## config.mk

```make
export PLATFORM = sky130hd
export DESIGN_NAME = gpio_irq_bank
export DESIGN_NICKNAME = d
export VERILOG_FILES = /design/src/rtl/gpio_irq_pkg.sv /design/src/rtl/gpio_irq_sync.sv /design/src/rtl/gpio_irq_detect.sv /design/src/rtl/gpio_irq_prio.sv /design/src/rtl/gpio_irq_bank.sv
export SDC_FILE = /design/constraint.sdc
export NUM_CORES = 1
export LEC_CHECK = 0
export BUFFER_PORTS_ARGS = -buffer_cell sky130_fd_sc_hd__buf_2
export CAP_MARGIN = 20
export CORE_MARGIN = 5
export CORE_UTILIZATION = 60
export DETAILED_ROUTE_END_ITERATION = 8
export GPL_TIMING_DRIVEN = 0
export PLACE_DENSITY = 0.82
export SETUP_SLACK_MARGIN = 0.3
export SYNTH_ARGS = -nofsm -noshare
export SYNTH_HDL_FRONTEND = slang
export SYNTH_HIERARCHICAL = 1
export SYNTH_SLANG_ARGS = --single-unit
```

## constraint.sdc

```tcl
create_clock -name clk -period 3.3 [get_ports clk]
set_clock_uncertainty 0.1 [all_clocks]
set_input_delay 0.33 -clock clk [delete_from_list [all_inputs] [get_ports clk]]
set_output_delay 0.33 -clock clk [all_outputs]
set_load 0.005 [all_outputs]
```

## src/rtl/gpio_irq_pkg.sv

```systemverilog
// Package: shared register selector encoding for the GPIO interrupt bank.
// Assumes a 3-bit register address on the bank's access port.
package gpio_irq_pkg;

    localparam int ADDR_W = 3;

    typedef enum logic [ADDR_W-1:0] {
        SEL_STATUS = 3'd0,
        SEL_CLEAR  = 3'd1,
        SEL_ENABLE = 3'd2,
        SEL_EDGE   = 3'd3,
        SEL_POL    = 3'd4
    } reg_sel_e;

endpackage

```

## src/rtl/gpio_irq_sync.sv

```systemverilog
// Module: two-stage input synchronizer with a history stage.
// Brings N asynchronous lines into the clock domain and keeps the previous
// synchronized sample so that a later stage can find edges.
// Assumes each line is held for at least two clock cycles.
module gpio_irq_sync #(
    parameter int N = 8
) (
    input  logic         clk,
    input  logic         rst_n,
    input  logic [N-1:0] raw_in,
    output logic [N-1:0] cur,
    output logic [N-1:0] prev
);

    logic [N-1:0] meta_q;
    logic [N-1:0] sync_q;
    logic [N-1:0] hist_q;

    // Purpose: metastability stages plus one history stage.
    always_ff @(posedge clk) begin
        if (!rst_n) begin
            meta_q <= '0;
            sync_q <= '0;
            hist_q <= '0;
        end else begin
            meta_q <= raw_in;
            sync_q <= meta_q;
            hist_q <= sync_q;
        end
    end

    assign cur  = sync_q;
    assign prev = hist_q;

endmodule

```

## src/rtl/gpio_irq_detect.sv

```systemverilog
// Module: per-line event detector.
// Combinational: for each line, picks edge or level detection and applies
// the line's polarity. Assumes cur/prev come from the synchronizer.
module gpio_irq_detect #(
    parameter int N = 8
) (
    input  logic [N-1:0] cur,
    input  logic [N-1:0] prev,
    input  logic [N-1:0] edge_sel,
    input  logic [N-1:0] polarity,
    output logic [N-1:0] event_hit
);

    for (genvar g = 0; g < N; g++) begin : g_line
        logic rise_w;
        logic fall_w;
        logic edge_w;
        logic level_w;

        assign rise_w  = cur[g] & ~prev[g];
        assign fall_w  = ~cur[g] & prev[g];
        assign edge_w  = polarity[g] ? rise_w : fall_w;
        assign level_w = (cur[g] == polarity[g]);
        assign event_hit[g] = edge_sel[g] ? edge_w : level_w;
    end

endmodule

```

## src/rtl/gpio_irq_prio.sv

```systemverilog
// Module: lowest-index finder over the pending vector.
// Purely combinational. Assumes N >= 2.
module gpio_irq_prio #(
    parameter int N     = 8,
    localparam int IDX_W = $clog2(N)
) (
    input  logic [N-1:0]     pending,
    output logic             found,
    output logic [IDX_W-1:0] idx
);

    // Purpose: scan from the top so that the lowest set bit is the last one written.
    always_comb begin
        found = 1'b0;
        idx   = '0;
        for (int i = N - 1; i >= 0; i--) begin
            if (pending[i]) begin
                found = 1'b1;
                idx   = IDX_W'(i);
            end
        end
    end

endmodule

```

## src/rtl/gpio_irq_bank.sv

```systemverilog
// Module: GPIO bank interrupt controller (top).
// Holds the sticky status, enable, edge-select and polarity registers,
// drives the level summary interrupt and the lowest-pending helper.
// Assumes a single clock, synchronous active-low reset, and that software
// accesses registers through a one-cycle write strobe.
module gpio_irq_bank
    import gpio_irq_pkg::*;
#(
    parameter int N     = 8,
    localparam int IDX_W = $clog2(N)
) (
    input  logic              clk,
    input  logic              rst_n,
    input  logic [N-1:0]      gpio_in,
    input  logic              reg_wr,
    input  logic [ADDR_W-1:0] reg_addr,
    input  logic [N-1:0]      reg_wdata,
    output logic [N-1:0]      reg_rdata,
    output logic              irq_out,
    output logic              first_valid,
    output logic [IDX_W-1:0]  first_idx
);

    logic [N-1:0] status_q;
    logic [N-1:0] enable_q;
    logic [N-1:0] edge_q;
    logic [N-1:0] pol_q;
    logic [N-1:0] cur_w;
    logic [N-1:0] prev_w;
    logic [N-1:0] event_w;
    logic [N-1:0] clr_w;
    logic [N-1:0] pending_w;

    gpio_irq_sync #(.N(N)) u_sync (
        .clk    (clk),
        .rst_n  (rst_n),
        .raw_in (gpio_in),
        .cur    (cur_w),
        .prev   (prev_w)
    );

    gpio_irq_detect #(.N(N)) u_detect (
        .cur       (cur_w),
        .prev      (prev_w),
        .edge_sel  (edge_q),
        .polarity  (pol_q),
        .event_hit (event_w)
    );

    // Purpose: decode the write-one-to-clear mask.
    always_comb begin
        clr_w = '0;
        if (reg_wr && (reg_addr == SEL_CLEAR)) begin
            clr_w = reg_wdata;
        end
    end

    // Purpose: configuration registers written by software.
    always_ff @(posedge clk) begin
        if (!rst_n) begin
            enable_q <= '0;
            edge_q   <= '0;
            pol_q    <= '0;
        end else if (reg_wr) begin
            case (reg_addr)
                SEL_ENABLE: enable_q <= reg_wdata;
                SEL_EDGE:   edge_q   <= reg_wdata;
                SEL_POL:    pol_q    <= reg_wdata;
                default:    ;
            endcase
        end
    end

    // Purpose: sticky status; a new event outranks a clear in the same cycle.
    always_ff @(posedge clk) begin
        if (!rst_n) begin
            status_q <= '0;
        end else begin
            status_q <= (status_q & ~clr_w) | event_w;
        end
    end

    assign pending_w = status_q & enable_q;
    assign irq_out   = |pending_w;

    gpio_irq_prio #(.N(N)) u_prio (
        .pending (pending_w),
        .found   (first_valid),
        .idx     (first_idx)
    );

    // Purpose: combinational read mux.
    always_comb begin
        case (reg_addr)
            SEL_STATUS: reg_rdata = status_q;
            SEL_ENABLE: reg_rdata = enable_q;
            SEL_EDGE:   reg_rdata = edge_q;
            SEL_POL:    reg_rdata = pol_q;
            default:    reg_rdata = '0;
        endcase
    end

endmodule

```

## Word level (Yosys, flattened, before mapping)

Cells that the tools add are included.
W data, S select, Z words.

| operators by class | value |
|---|---|
| shift operators | 0 |
| reductions and logical operators | 6 |
| mux-type cells | 34 |
| equality and inequality tests | 12 |
| divide/modulo/power cells | 0 |
| bitwise logic cells | 36 |
| multipliers | 0 |
| magnitude comparators | 0 |
| $add $sub $neg | 0 |

Operators with widths:

| cell | count |
|---|---|
| $pmux W8 S4 | 1 |
| $mux W1 | 24 |
| $mux W3 | 8 |
| $and A1 B1 Y1 | 16 |
| $and A8 B8 Y8 | 2 |
| $not A1 Y1 | 16 |
| $eq A1 B1 Y1 | 8 |
| $mux W8 | 1 |
| $not A8 Y8 | 1 |
| $or A8 B8 Y8 | 1 |
| $reduce_or A8 Y1 | 1 |
| $eq A3 B2 Y1 const B | 2 |
| $reduce_and A2 Y1 | 3 |
| $eq A3 B1 Y1 const B | 1 |
| $eq A3 B3 Y1 const B | 1 |
| $logic_not A3 Y1 | 1 |
| $logic_and A1 B1 Y1 | 1 |

| word-level totals | value |
|---|---|
| word-level logic and storage cells | 95 |
| flip-flop bits (word level) | 56 |
| input port bits | 22 |
| latch bits | 0 |
| RAM bits | 0 |
| bits in read-only memories | 0 |
| memories kept | 0 |
| output and inout port bits | 13 |

## Logic depth before layout (Yosys ltp)

| depth | value |
|---|---|
| depth after elaboration | 9 |
| mapped depth | 5 |
| gate-level depth less buffers | 4 |

## Hierarchy

The synthesis kept the hierarchy.

By module, submodules not included:

| module | seq. area each (um^2) | instances | area an instance (um^2) | cells each |
|---|---|---|---|---|
| gpio_irq_bank | 640.6 | 1 | 1,415.1 | 168 |
| gpio_irq_sync | 480.5 | 1 | 675.6 | 50 |
| gpio_irq_detect | 0.0 | 1 | 210.2 | 32 |
| gpio_irq_prio | 0.0 | 1 | 80.1 | 13 |

## Least setup slack after synthesis

No wires, ideal clock.

| timing path | value |
|---|---|
| kind | reg2out |
| start point | reg status_q[2] |
| end point | out irq_out |
| path slack | 1.435 ns |
| required time | 2.870 ns |
| arrival | 1.435 ns |
| cell stages (with the launch flop) | 4 |
| path buffers | 0 |
| path through | dfxtp_1 -> and2_4 -> or4_1 -> or4_1 |

| on the way | value |
|---|---|
| word-level cells in the longest chain between the ends | 2 |

Ends and longest elaborated chain:

| element | line | RTL |
|---|---|---|
| start, declared | gpio_irq_bank.sv:24 | `logic [N-1:0] status_q;` |
| start signal, assigned | gpio_irq_bank.sv:79 | `status_q <= (status_q & ~clr_w) \| event_w;` |
| $and A8 B8 Y8 | gpio_irq_bank.sv:83 | `assign pending_w = status_q & enable_q;` |
| net pending_w[2] | gpio_irq_bank.sv:32 | `logic [N-1:0] pending_w;` |
| $reduce_or A8 Y1 | gpio_irq_bank.sv:84 | `assign irq_out = \|pending_w;` |
| end, declared | gpio_irq_bank.sv:19 | `output logic irq_out,` |

The timed path passes the listed nets, and every way through them passes these cells.

## Worst setup path in the final report

| timing path | value |
|---|---|
| start point | reg status_q[3] |
| end point | out irq_out |

Same word-level chain as after synthesis.

==> run summary <==
Sw Share: 0.237
DRT Pass-1 Iters: 4
Arr. time, crit path: 1990 ps
Post-Syn Area: 2380 µm²
# clock sinks: 56
Yosys reg bits: 56
remaining antenna violation count: 0
Max VDD drop: 0.402 mV
endpoints failing setup: 0
cell area after layout: 2700 µm²
Die Height: 73.0 µm
Post-synth EDFFs: 0
cell family with most CP delay: simple AND/OR/NAND/NOR gates
setup_tns: 0 ps
Comb power frac: 0.102
Post-layout nets: 326
Placed Area: 2610 µm²
Fin Hold WS: 113 ps
CP Buf/Inv Count: 1
CTS tree: done
Vias/cell: 5.95
crit-path most repeated cell: or4_1
HPWL Detailed: 4.02 mm
Hold Path End: status_q[5]
largest fanout on the critical path: 4
relative slew slack: 0.537
Met1 Wirelength: 2.45 mm
RSZ-0062 raised after global routing: no
initial core utilization: 0.636
number of global-route vias before repair: 1952
cells on worst reg2reg path: 4
Synth area leaders: dfxtp_1 47%, o21ai_1 6.7%, and2_2 5.7%
highest metal used: met4
clock power share: 0.308
DR WL/cell: 16.3 µm
crit path cell chain: and2_1 -> or4_1 -> or4_1 -> buf_2
max_cap viols: 0
H-Tree Depth: 2
CP Class: register to primary output
hold_buf cts: 0
Setup crit end kind: primary output
final period demand of the worst path: 2420 ps
clock root cell: clkbuf_8
post-CTS setup buffer count: 0
I/O Buffers: 34
Rows: 22
Worst-Margin Slew: 692 ps
share of the yosys chip area belonging to registers: 0.471
Max Fclk: 414 MHz
asr flop ratio synth: 0
Crit Reg-Reg Startpoint: edge_q[3]
Synth area leader: dfxtp_1
Startpoint Class: register
total core area: 3740 µm²
Synth Instances: 263
Total Routing Usage GR: 0.225
post-layout util: 0.722
GPL Wtd Cong: 0.824
Final Slew Violations: 0
CTS max path bufs: 2
Worst-path clk slew: 90 ps
Die Wd: 73.0 µm
P&R area growth vs syn: 13.5%
Post-Syn Area per Cell: 9.05 µm²
ratio of cells with drive above 1 in the final layout: 0.213
initial drt markers: 163
YS warnings: 6
Die ar.: 5330 µm²
P_sw: 289 µW
P_int: 927 µW
Via Count: 2099
grt total ovfl: 0
final period utilization: 0.733
WL final: 5.74 mm
pwr/cell area: 450 nW/µm²
# DRC: 0
outcome: complete, no violations
CP max-delay cell: or4_1
HP Class: input pin to register
Clock Latency Late Sink: 300 ps
Num CTS Buffers: 5
n_diodes: 0
Critical R2R Capture: status_q[3]
Yosys cell types: 35
endpoints failing hold: 0
WL met3: 461 µm
syn nets: 285
top cell type's share of synthesized area: 0.471
largest net degree at the start of global routing: 16
sequential power share: 0.589
ys flop type: dfxtp_1
initial antenna violation count: 0
hold_sp: reg_wdata[5]
leak pwr: 1.17 nW
PostCTS Resize Cnt: 0
CP required: 2870 ps
hold path cells: 2
first-pass GRT wire length: 9.29 mm
# IOs: 35
max incr delay on CP: 510 ps
reg2reg setup slack: 2050 ps
met2 wire length: 2.77 mm
==> Yosys cell counts, types with 2 or more instances <==
library cell and instances:
buf_1 2, and2_2 18, inv_1 10, nand2_1 9
a21boi_1 8, buf_6 2, a32oi_1 8, mux2i_1 8
nand4bb_1 2, a22o_1 8, dfxtp_1 56, nand3_1 24
nor2_1 10, o21ai_0 9, and2_1 13, nor2b_1 2
a31oi_1 8, nand2b_1 8, o21ai_1 32, or4_1 2
clkbuf_1 10
==> layout make-up <==
cell class / instances / area, µm²
fill: 308 / 1040
tap: 48 / 60.1
timing repair buffer: 34 / 170
buffer: 15 / 72.6
multi-input combinational: 182 / 1150
sequential: 56 / 1120
inverter: 10 / 37.5
clock buffer: 8 / 90.1
==> state kept, by name, summed over array words and instances (netlist names) <==
register / cells
edge_q: 8
enable_q: 8
pol_q: 8
status_q: 8
u_sync/cur: 8
u_sync/meta_q: 8
u_sync/prev: 8
==> power by group through the flow <==
| stage | registers, mW | logic, mW | clock network (mW) |
|---|---|---|---|
| after detailed placement | 0.732 | 0.123 | 0 |
| after floorplan | 0.727 | 0.0773 | 0 |
| after CTS | 0.716 | 0.123 | 0.381 |
| after global placement | 0.731 | 0.118 | 0 |
| final | 0.716 | 0.124 | 0.375 |
| after global routing | 0.720 | 0.138 | 0.410 |
==> how the worst max path moves through the flow <==
stage                 from      endpoint  slack [ps]  cells past startpoint
2_1_floorplan  status_q[2]       irq_out        1430                      3
3_5_place_dp   reg_addr[1]  reg_rdata[4]        1150                      6
5_1_grt        status_q[0]       irq_out         820                      4
6_report       status_q[3]       irq_out         880                      4
3_3_place_gp   reg_addr[1]  reg_rdata[4]        1180                      6
4_1_cts        status_q[2]       irq_out         890                      4
==> through the flow <==
stage               setup slack [ps]  total power [mW]  std cells
CTS                              889              1.22        353
global route                     820              1.27        353
global placement                1180             0.849        345
floorplan                       1430             0.804        263
detailed placement              1150             0.855        345
finish                           882              1.22        353
==> worst register-to-register path: stages, from the launching register on <==
cell and delay, ps:
dfxtp_1 400, a21boi_1 90, a22o_1 250, o21ai_0 210, a31oi_1 70
==> cells in the final DEF, fill, tap and decap left out, types with 8 or more instances in the layout <==
cell / netlist / final
a21boi_1: 8 / 8
a22o_1: 8 / 8
a31oi_1: 8 / 8
a32oi_1: 8 / 8
and2_1: 13 / 13
and2_2: 18 / 18
buf_2: 1 / 35
clkbuf_1: 10 / 12
dfxtp_1: 56 / 56
inv_1: 10 / 10
mux2i_1: 8 / 8
nand2_1: 9 / 9
nand2b_1: 8 / 8
nand3_1: 24 / 24
nor2_1: 10 / 10
o21ai_0: 9 / 9
o21ai_1: 32 / 32
==> metal layers <==
layer / GRT usage / up-vias
met4: 0.0676 / 0
li1: - / 1021
met3: 0.0413 / 9
met2: 0.366 / 75
met1: 0.301 / 994
met5: 0 / -
==> cell families (layout without fill, tap and decap cells) <==
| kind of cell | after synthesis | in the layout | share of synthesized area |
|---|---|---|---|
| AO/OA/AOI/OAI | 77 | 77 | 0.203 |
| multiplexers | 8 | 8 | 0.0336 |
| flip-flops | 56 | 56 | 0.471 |
| buffers and inverters | 25 | 67 | 0.0462 |
| AND/OR/NAND/NOR | 97 | 97 | 0.246 |
(Power assumes the default switching activity.)
